`src/rtl/pil_pkg.sv`:
```
package pil_pkg;
   localparam int unsigned PIL_DEF_LEVELS  = 16;
   localparam int unsigned PIL_DEF_TT_W    = 9;
   localparam int unsigned PIL_DEF_TL_W    = 3;
   localparam int unsigned PIL_DEF_TMR_LVL = 14;
   localparam logic [PIL_DEF_TT_W-1:0] PIL_DEF_TT_BASE = 9'h040;
endpackage

```
`src/rtl/pil_pending_merge.sv`:
```
module pil_pending_merge #(
   parameter int unsigned NUM_LVL    = 16,
   parameter int unsigned TICK_BIT   = 0,
   parameter int unsigned TIMER_LVL  = 14,
   parameter bit          TIMER_FOLD = 1'b1
) (
   input  logic [NUM_LVL-1:0] ext_lvl,
   input  logic [NUM_LVL:0]   soft_int,
   output logic [NUM_LVL-1:0] pending
);
   localparam int unsigned STICK_BIT = NUM_LVL;

   logic [NUM_LVL-1:0] direct;
   logic [NUM_LVL-1:0] fold_vec;
   logic               timer_hit;

   assign timer_hit = soft_int[TICK_BIT] | soft_int[STICK_BIT];

   for (genvar k = 0; k < NUM_LVL; k++) begin : g_direct
      if (k == TICK_BIT) begin : g_tick
         assign direct[k] = 1'b0;
      end else begin : g_lvl
         assign direct[k] = soft_int[k];
      end
   end

   if (TIMER_FOLD) begin : g_fold
      assign fold_vec = timer_hit ? (NUM_LVL'(1) << TIMER_LVL) : '0;
   end else begin : g_nofold
      assign fold_vec = '0;
   end

   assign pending = ext_lvl | direct | fold_vec;
endmodule

```
`src/rtl/pil_priority_scan.sv`:
```
module pil_priority_scan #(
   parameter int unsigned NUM_LVL = 16,
   parameter int unsigned LVL_W   = $clog2(NUM_LVL)
) (
   input  logic [NUM_LVL-1:0] pending,
   input  logic [LVL_W-1:0]   cur_pil,
   output logic               found,
   output logic [LVL_W-1:0]   win_lvl
);
   logic [NUM_LVL-1:0] elig;

   for (genvar k = 0; k < NUM_LVL; k++) begin : g_elig
      if (k == 0) begin : g_zero
         assign elig[k] = 1'b0;
      end else begin : g_cmp
         assign elig[k] = pending[k] & (LVL_W'(k) > cur_pil);
      end
   end

   always_comb begin
      found   = 1'b0;
      win_lvl = '0;
      for (int k = 1; k < NUM_LVL; k++) begin
         if (elig[k]) begin
            found   = 1'b1;
            win_lvl = LVL_W'(k);
         end
      end
   end
endmodule

```
`src/rtl/pil_request_ctl.sv`:
```
module pil_request_ctl #(
   parameter int unsigned   LVL_W   = 4,
   parameter int unsigned   TT_W    = 9,
   parameter int unsigned   TL_W    = 3,
   parameter logic [TT_W-1:0] TT_BASE = 9'h040
) (
   input  logic             clk,
   input  logic             rst_n,
   input  logic             any_pend,
   input  logic             int_en,
   input  logic             found,
   input  logic [LVL_W-1:0] win_lvl,
   input  logic [TL_W-1:0]  trap_lvl,
   input  logic [TT_W-1:0]  trap_tt_cur,
   output logic             irq_req,
   output logic [TT_W-1:0]  irq_tt
);
   logic [TT_W-1:0] cand;
   logic            blocked;
   logic            take;

   assign cand    = TT_BASE | TT_W'(win_lvl);
   assign blocked = (trap_lvl != '0) && (trap_tt_cur > cand);
   assign take    = int_en && found && !blocked && (cand != irq_tt);

   always_ff @(posedge clk or negedge rst_n) begin
      if (!rst_n) begin
         irq_req <= 1'b0;
         irq_tt  <= '0;
      end else if (!any_pend) begin
         irq_req <= 1'b0;
         irq_tt  <= '0;
      end else if (take) begin
         irq_req <= 1'b1;
         irq_tt  <= cand;
      end
   end

   AST_IDLE_CLEARS: assert property (@(posedge clk) disable iff (!rst_n)
      !any_pend |=> (!irq_req && irq_tt == '0));
   AST_NESTED_SUPPRESS: assert property (@(posedge clk) disable iff (!rst_n)
      (any_pend && found && trap_lvl != '0 && trap_tt_cur > cand)
      |=> ($stable(irq_tt) && $stable(irq_req)));
   AST_MASKED_HOLDS: assert property (@(posedge clk) disable iff (!rst_n)
      (any_pend && !int_en) |=> ($stable(irq_tt) && $stable(irq_req)));
   AST_RAISE_NEEDS_ENABLE: assert property (@(posedge clk) disable iff (!rst_n)
      $rose(irq_req) |-> $past(int_en));
endmodule

```
`src/rtl/pil_prioritizer.sv`:
```
module pil_prioritizer
   import pil_pkg::*;
#(
   parameter int unsigned     NUM_LVL    = PIL_DEF_LEVELS,
   parameter int unsigned     TT_W       = PIL_DEF_TT_W,
   parameter int unsigned     TL_W       = PIL_DEF_TL_W,
   parameter int unsigned     TIMER_LVL  = PIL_DEF_TMR_LVL,
   parameter bit              TIMER_FOLD = 1'b1,
   parameter logic [TT_W-1:0] TT_BASE    = PIL_DEF_TT_BASE,
   localparam int unsigned    LVL_W      = $clog2(NUM_LVL)
) (
   input  logic               clk,
   input  logic               rst_n,
   input  logic [NUM_LVL-1:0] ext_lvl,
   input  logic [NUM_LVL:0]   soft_int,
   input  logic [LVL_W-1:0]   cur_pil,
   input  logic               int_en,
   input  logic [TL_W-1:0]    trap_lvl,
   input  logic [TT_W-1:0]    trap_tt_cur,
   output logic               irq_req,
   output logic [TT_W-1:0]    irq_tt,
   output logic               wake
);
   initial begin
      assert (NUM_LVL >= 2 && (1 << LVL_W) == NUM_LVL)
         else $error("level count must be a power of two");
      assert (TIMER_LVL > 0 && TIMER_LVL < NUM_LVL)
         else $error("timer level out of range");
      assert (TT_W > LVL_W && (TT_BASE & TT_W'(NUM_LVL - 1)) == '0)
         else $error("trap base overlaps level field");
   end

   logic [NUM_LVL-1:0] pending;
   logic               found;
   logic [LVL_W-1:0]   win_lvl;
   logic [NUM_LVL-1:0] ext_q;

   pil_pending_merge #(
      .NUM_LVL(NUM_LVL), .TICK_BIT(0), .TIMER_LVL(TIMER_LVL), .TIMER_FOLD(TIMER_FOLD)
   ) u_merge (
      .ext_lvl(ext_lvl), .soft_int(soft_int), .pending(pending)
   );

   pil_priority_scan #(.NUM_LVL(NUM_LVL), .LVL_W(LVL_W)) u_scan (
      .pending(pending), .cur_pil(cur_pil), .found(found), .win_lvl(win_lvl)
   );

   pil_request_ctl #(
      .LVL_W(LVL_W), .TT_W(TT_W), .TL_W(TL_W), .TT_BASE(TT_BASE)
   ) u_req (
      .clk(clk), .rst_n(rst_n), .any_pend(|pending), .int_en(int_en),
      .found(found), .win_lvl(win_lvl), .trap_lvl(trap_lvl),
      .trap_tt_cur(trap_tt_cur), .irq_req(irq_req), .irq_tt(irq_tt)
   );

   always_ff @(posedge clk or negedge rst_n) begin
      if (!rst_n) begin
         ext_q <= '0;
         wake  <= 1'b0;
      end else begin
         ext_q <= ext_lvl;
         wake  <= |(ext_lvl & ~ext_q);
      end
   end

   AST_WAKE_FROM_LINE: assert property (@(posedge clk) disable iff (!rst_n)
      wake |-> $past(|ext_lvl));
endmodule

```
`config.mk`:
```
export PLATFORM = sky130hd
export DESIGN_NAME = pil_prioritizer
export DESIGN_NICKNAME = d
export VERILOG_FILES = /design/src/rtl/pil_pkg.sv /design/src/rtl/pil_pending_merge.sv /design/src/rtl/pil_priority_scan.sv /design/src/rtl/pil_request_ctl.sv /design/src/rtl/pil_prioritizer.sv
export SDC_FILE = /design/constraint.sdc
export NUM_CORES = 1
export LEC_CHECK = 0
export BUFFER_PORTS_ARGS = -buffer_cell sky130_fd_sc_hd__clkbuf_2
export CAP_MARGIN = 20
export CORE_UTILIZATION = 48
export CTS_CLUSTER_SIZE = 24
export DETAILED_ROUTE_END_ITERATION = 12
export HOLD_SLACK_MARGIN = 0.06
export PLACE_DENSITY = 0.79
export SYNTH_ARGS = -nofsm -noshare
export SYNTH_HDL_FRONTEND = slang
export SYNTH_HIERARCHICAL = 1
export SYNTH_SLANG_ARGS = --single-unit
export TNS_END_PERCENT = 50
```
`constraint.sdc`:
```
create_clock -name clk -period 1.55 [get_ports clk]
set_input_delay 0 -clock clk [delete_from_list [all_inputs] [get_ports clk]]
set_output_delay 0 -clock clk [all_outputs]
set_load 0.01 [all_outputs]
```
==> results by group <==
Floorplanning
  – Top-Level Pins: 63
  – Die Footprint: 3540 um2
  – Row count: 20
  – Die height: just under 60 um
  – Initial Util: 51.2%
  – Std-Cell Core Area: 3100 um2
  – Die Wd: a little under 60 um

Timing
  – Worst slew pin tran: about 0.55 ns
  – Final setup vio count: 5
  – WHS: 0.115 ns
  – RSZ-0062 raised after global routing: yes
  – Hold Violations, Final: 0
  – Worst relative slew slack: 63.4%
  – Max Slew Vio Count: 0
  – Final Critical Period: roughly 2.2 ns
  – Final cycle utilization of the critical path: 141%
  – Setup Skew: approximately 0.0083 ns
  – Fin worst setup slack: -0.634 ns
  – Fmax: 458 MHz

Setup path
  – CP arrival: around 2.4 ns
  – Critical path type: input pin to register
  – CP endpoint kind: register
  – CP Data Required Time: 1.77 ns
  – Startpoint types: input pin
  – Crit-path max FO: 5
  – R2R cell count: 3
  – R2R setup slack: 0.31 ns
  – Worst reg2reg path endpoint: u_req/irq_tt[2]
  – RR Startpoint: u_req/irq_tt[2]

Cells and area
  – Layout cells sized above 1: a little over half
  – Layout Nets: 348
  – Area delta synth->final: 59.1%
  – Finished Cell Area: 2530 um2
  – # fillers: 207
  – ANT cells: 0

Yosys
  – Synth top cells by count: 22 x dfrtp_1, 15 x inv_1, 14 x or2_2, 12 x nor2b_1, 9 x nor2_1
  – Synth area leader: dfrtp_1
  – Number of synthesized flops with an enable pin: 0
  – Cells after synthesis: between 150 and 200
  – Most numerous cell in the Yosys netlist: dfrtp_1
  – Synth Area in Compound Gates: 21.3%
  – Synth Cell Area: 1590 um2
  – Netlist cell types: 52
  – Synth Flop Type: dfrtp_1
  – Synth area leaders: dfrtp_1 35%, or2_2 5.5%, nor2b_1 4.7%, a2111oi_2 3.8%, buf_4 3.8%
  – Post-synthesis sequential area ratio: between 30% and 40%
  – Synth Area in Adders: roughly 3.8%
  – Xor and xnor area share after synthesis: 2.20%
  – Multiplexer share of the synthesized area: 2.52%
  – Synth Register Bits: 22
  – Largest family of logic cells by synthesized area: simple AND/OR/NAND/NOR gates
  – Yosys top cell area share: 34.6%
  – Synth warn: 6
  – Ys async rst share: 100%
  – Average size of a mapped cell: 9.35 um2
  – Synth Area in Simple Gates: a little over a quarter

Drt
  – DR vias: roughly 1800
  – Drt drc: 0
  – Vias/cell: 5.23
  – Routed wire length: 5.00 mm
  – TritonRoute pass-1 iters: 4
  – Wirelength per Cell: approximately 15 um
  – Iteration-0 DRC count of the detailed router: between 70 and 80
  – DRT antenna net count: 0

Placement
  – HPWL Detailed: 3.63 mm
  – Dpl cell area: 2250 um2
  – Port bufs: a little under 60
  – Placer Congestion: 0.948

GRT
  – Vias in the first global route: 1799
  – Initial antenna violation count: 0
  – GRT Total Usage: 29.2%
  – Overflow after GRT: 0
  – Largest net degree at the start of global routing: 23
  – First-pass GRT wire length: 7.69 mm

Power and ir drop
  – Pwr Density: 578 nW/um2
  – Worst vdd ir: 0.000441 V
  – P_leak: 1.23 nW

Hold path
  – WHS Endpoint: wake
  – Worst hold path startpoint: ext_lvl[10]
  – Hold depth: 4
  – Hold WC Path Type: input pin to register

Outcome
  – Outcome: finished with violations
  – Failing checks: negative setup slack

CTS
  – Skew-Pair Late Insertion Delay: 0.31 ns
  – Longest Clk Path Bufs: 2
  – CTS tree: built
  – Clk sinks: 22
  – Cts bufs inserted: 3
  – Clock H-tree levels: 1
  – Clk root buf: clkbuf_4
  – Reg clk slew, reported paths: 0.13 ns

Job
  – Total of max-cap violations: 0
## cell type report
cell class / count / area (um2) / area share [%]
clock buffers: 4 / 36.3 / 1.44
multi-input cells: 126 / 1000 / 39.6
repair buffers: 124 / 828 / 32.8
well taps: 44 / 55.1 / 2.18
flip-flops and latches: 22 / 551 / 21.8
inverters: 15 / 56.3 / 2.23
## flip-flops by register name (all words and copies together), names as in the netlist
name	cells
wake	1
ext_q	16
u_req/irq_tt	5
## kinds of logic (layout without fill, tap and decap cells)
kind of cell / count (synthesis) / after routing
AO/OA/AOI/OAI: 40 / 40
adder cells (fa/ha/maj): 5 / 5
multiplexers: 4 / 4
buffers and inverters: 25 / 143
AND/OR/NAND/NOR: 69 / 69
flip-flops: 22 / 22
XOR/XNOR: 4 / 4
other: 1 / 4
## through the flow
stage	worst slack (ns)	total power, mW	utilization, %	TNS (ns)	cells
2_1_floorplan	-0.640	0.858	-	-3.04	173
3_3_place_gp	-0.909	1.06	72.5	-4.35	311
3_5_place_dp	-0.935	1.08	72.5	-4.36	311
4_1_cts	-0.592	1.44	79.9	-2.77	334
5_1_grt	-0.685	1.52	81.5	-3.29	335
6_report	-0.634	1.46	81.5	-2.94	335
## how the worst max path moves through the flow
stage | cells after the start | from | end | slack [ns]
finish | 13 | soft_int[0] | u_req/irq_tt[3] | -0.63
CTS | 12 | soft_int[14] | u_req/irq_tt[3] | -0.59
global route | 14 | soft_int[5] | u_req/irq_tt[3] | -0.69
detailed placement | 12 | soft_int[14] | u_req/irq_tt[3] | -0.94
global placement | 12 | soft_int[14] | u_req/irq_tt[0] | -0.91
floorplan | 12 | soft_int[14] | u_req/irq_tt[0] | -0.64
## cell usage in the layout (no fill, tap or decap), drive strengths merged, types with 2 or more instances in the layout
cell type    count
inv             15
xor2             3
dlygate4sd3     17
clkbuf          62
a31oi            3
nand2b           2
a21boi           3
a21oi            8
conb             4
o21ai            5
o22ai            4
or2             15
buf             49
nand4            2
nor2b           15
dfrtp           22
a2bb2oi          2
nand3            3
nor4             6
a2111oi          4
nand2            7
ha               4
mux2i            4
nor3             4
nor2            10
## worst max-delay path, stage by stage
cell and delay, ns:
clkbuf_2 0.09, or4_4 0.57, nor2_2 0.16, o22ai_4 0.10
nor2_4 0.10, nand2_1 0.10, inv_1 0.09, ha_1 0.26
a21oi_2 0.18, o221ai_2 0.14, a31oi_4 0.30, mux2i_1 0.24
nor2b_1 0.07
## where the power goes
| part | leakage [nW] | switching, mW | total, mW | internal (mW) |
|---|---|---|---|---|
| sequential | 0.242 | 0.0219 | 0.629 | 0.607 |
| combinational | 0.966 | 0.231 | 0.503 | 0.272 |
| clock | 0.0210 | 0.185 | 0.328 | 0.143 |
| total | 1.23 | 0.438 | 1.46 | 1.02 |
## layer usage
layer | vias to the layer above | wire length, um | track usage, %
li1 | 837 | - | -
met1 | 828 | 2070 | 35.0
met2 | 76 | 2510 | 54.1
met3 | 10 | 327 | 3.71
met4 | 0 | 85 | 8.64
met5 | - | 0 | 0
## what timing repair did
action,in CTS,in global routing
resized for setup,1,9
pin swaps,1,13
hold endpoints to repair,39,0
hold buffers,17,0
buffers inserted,2,1
endpoints found under the setup margin,5,5
No activity file was read; power rests on OpenSTA's default activity.
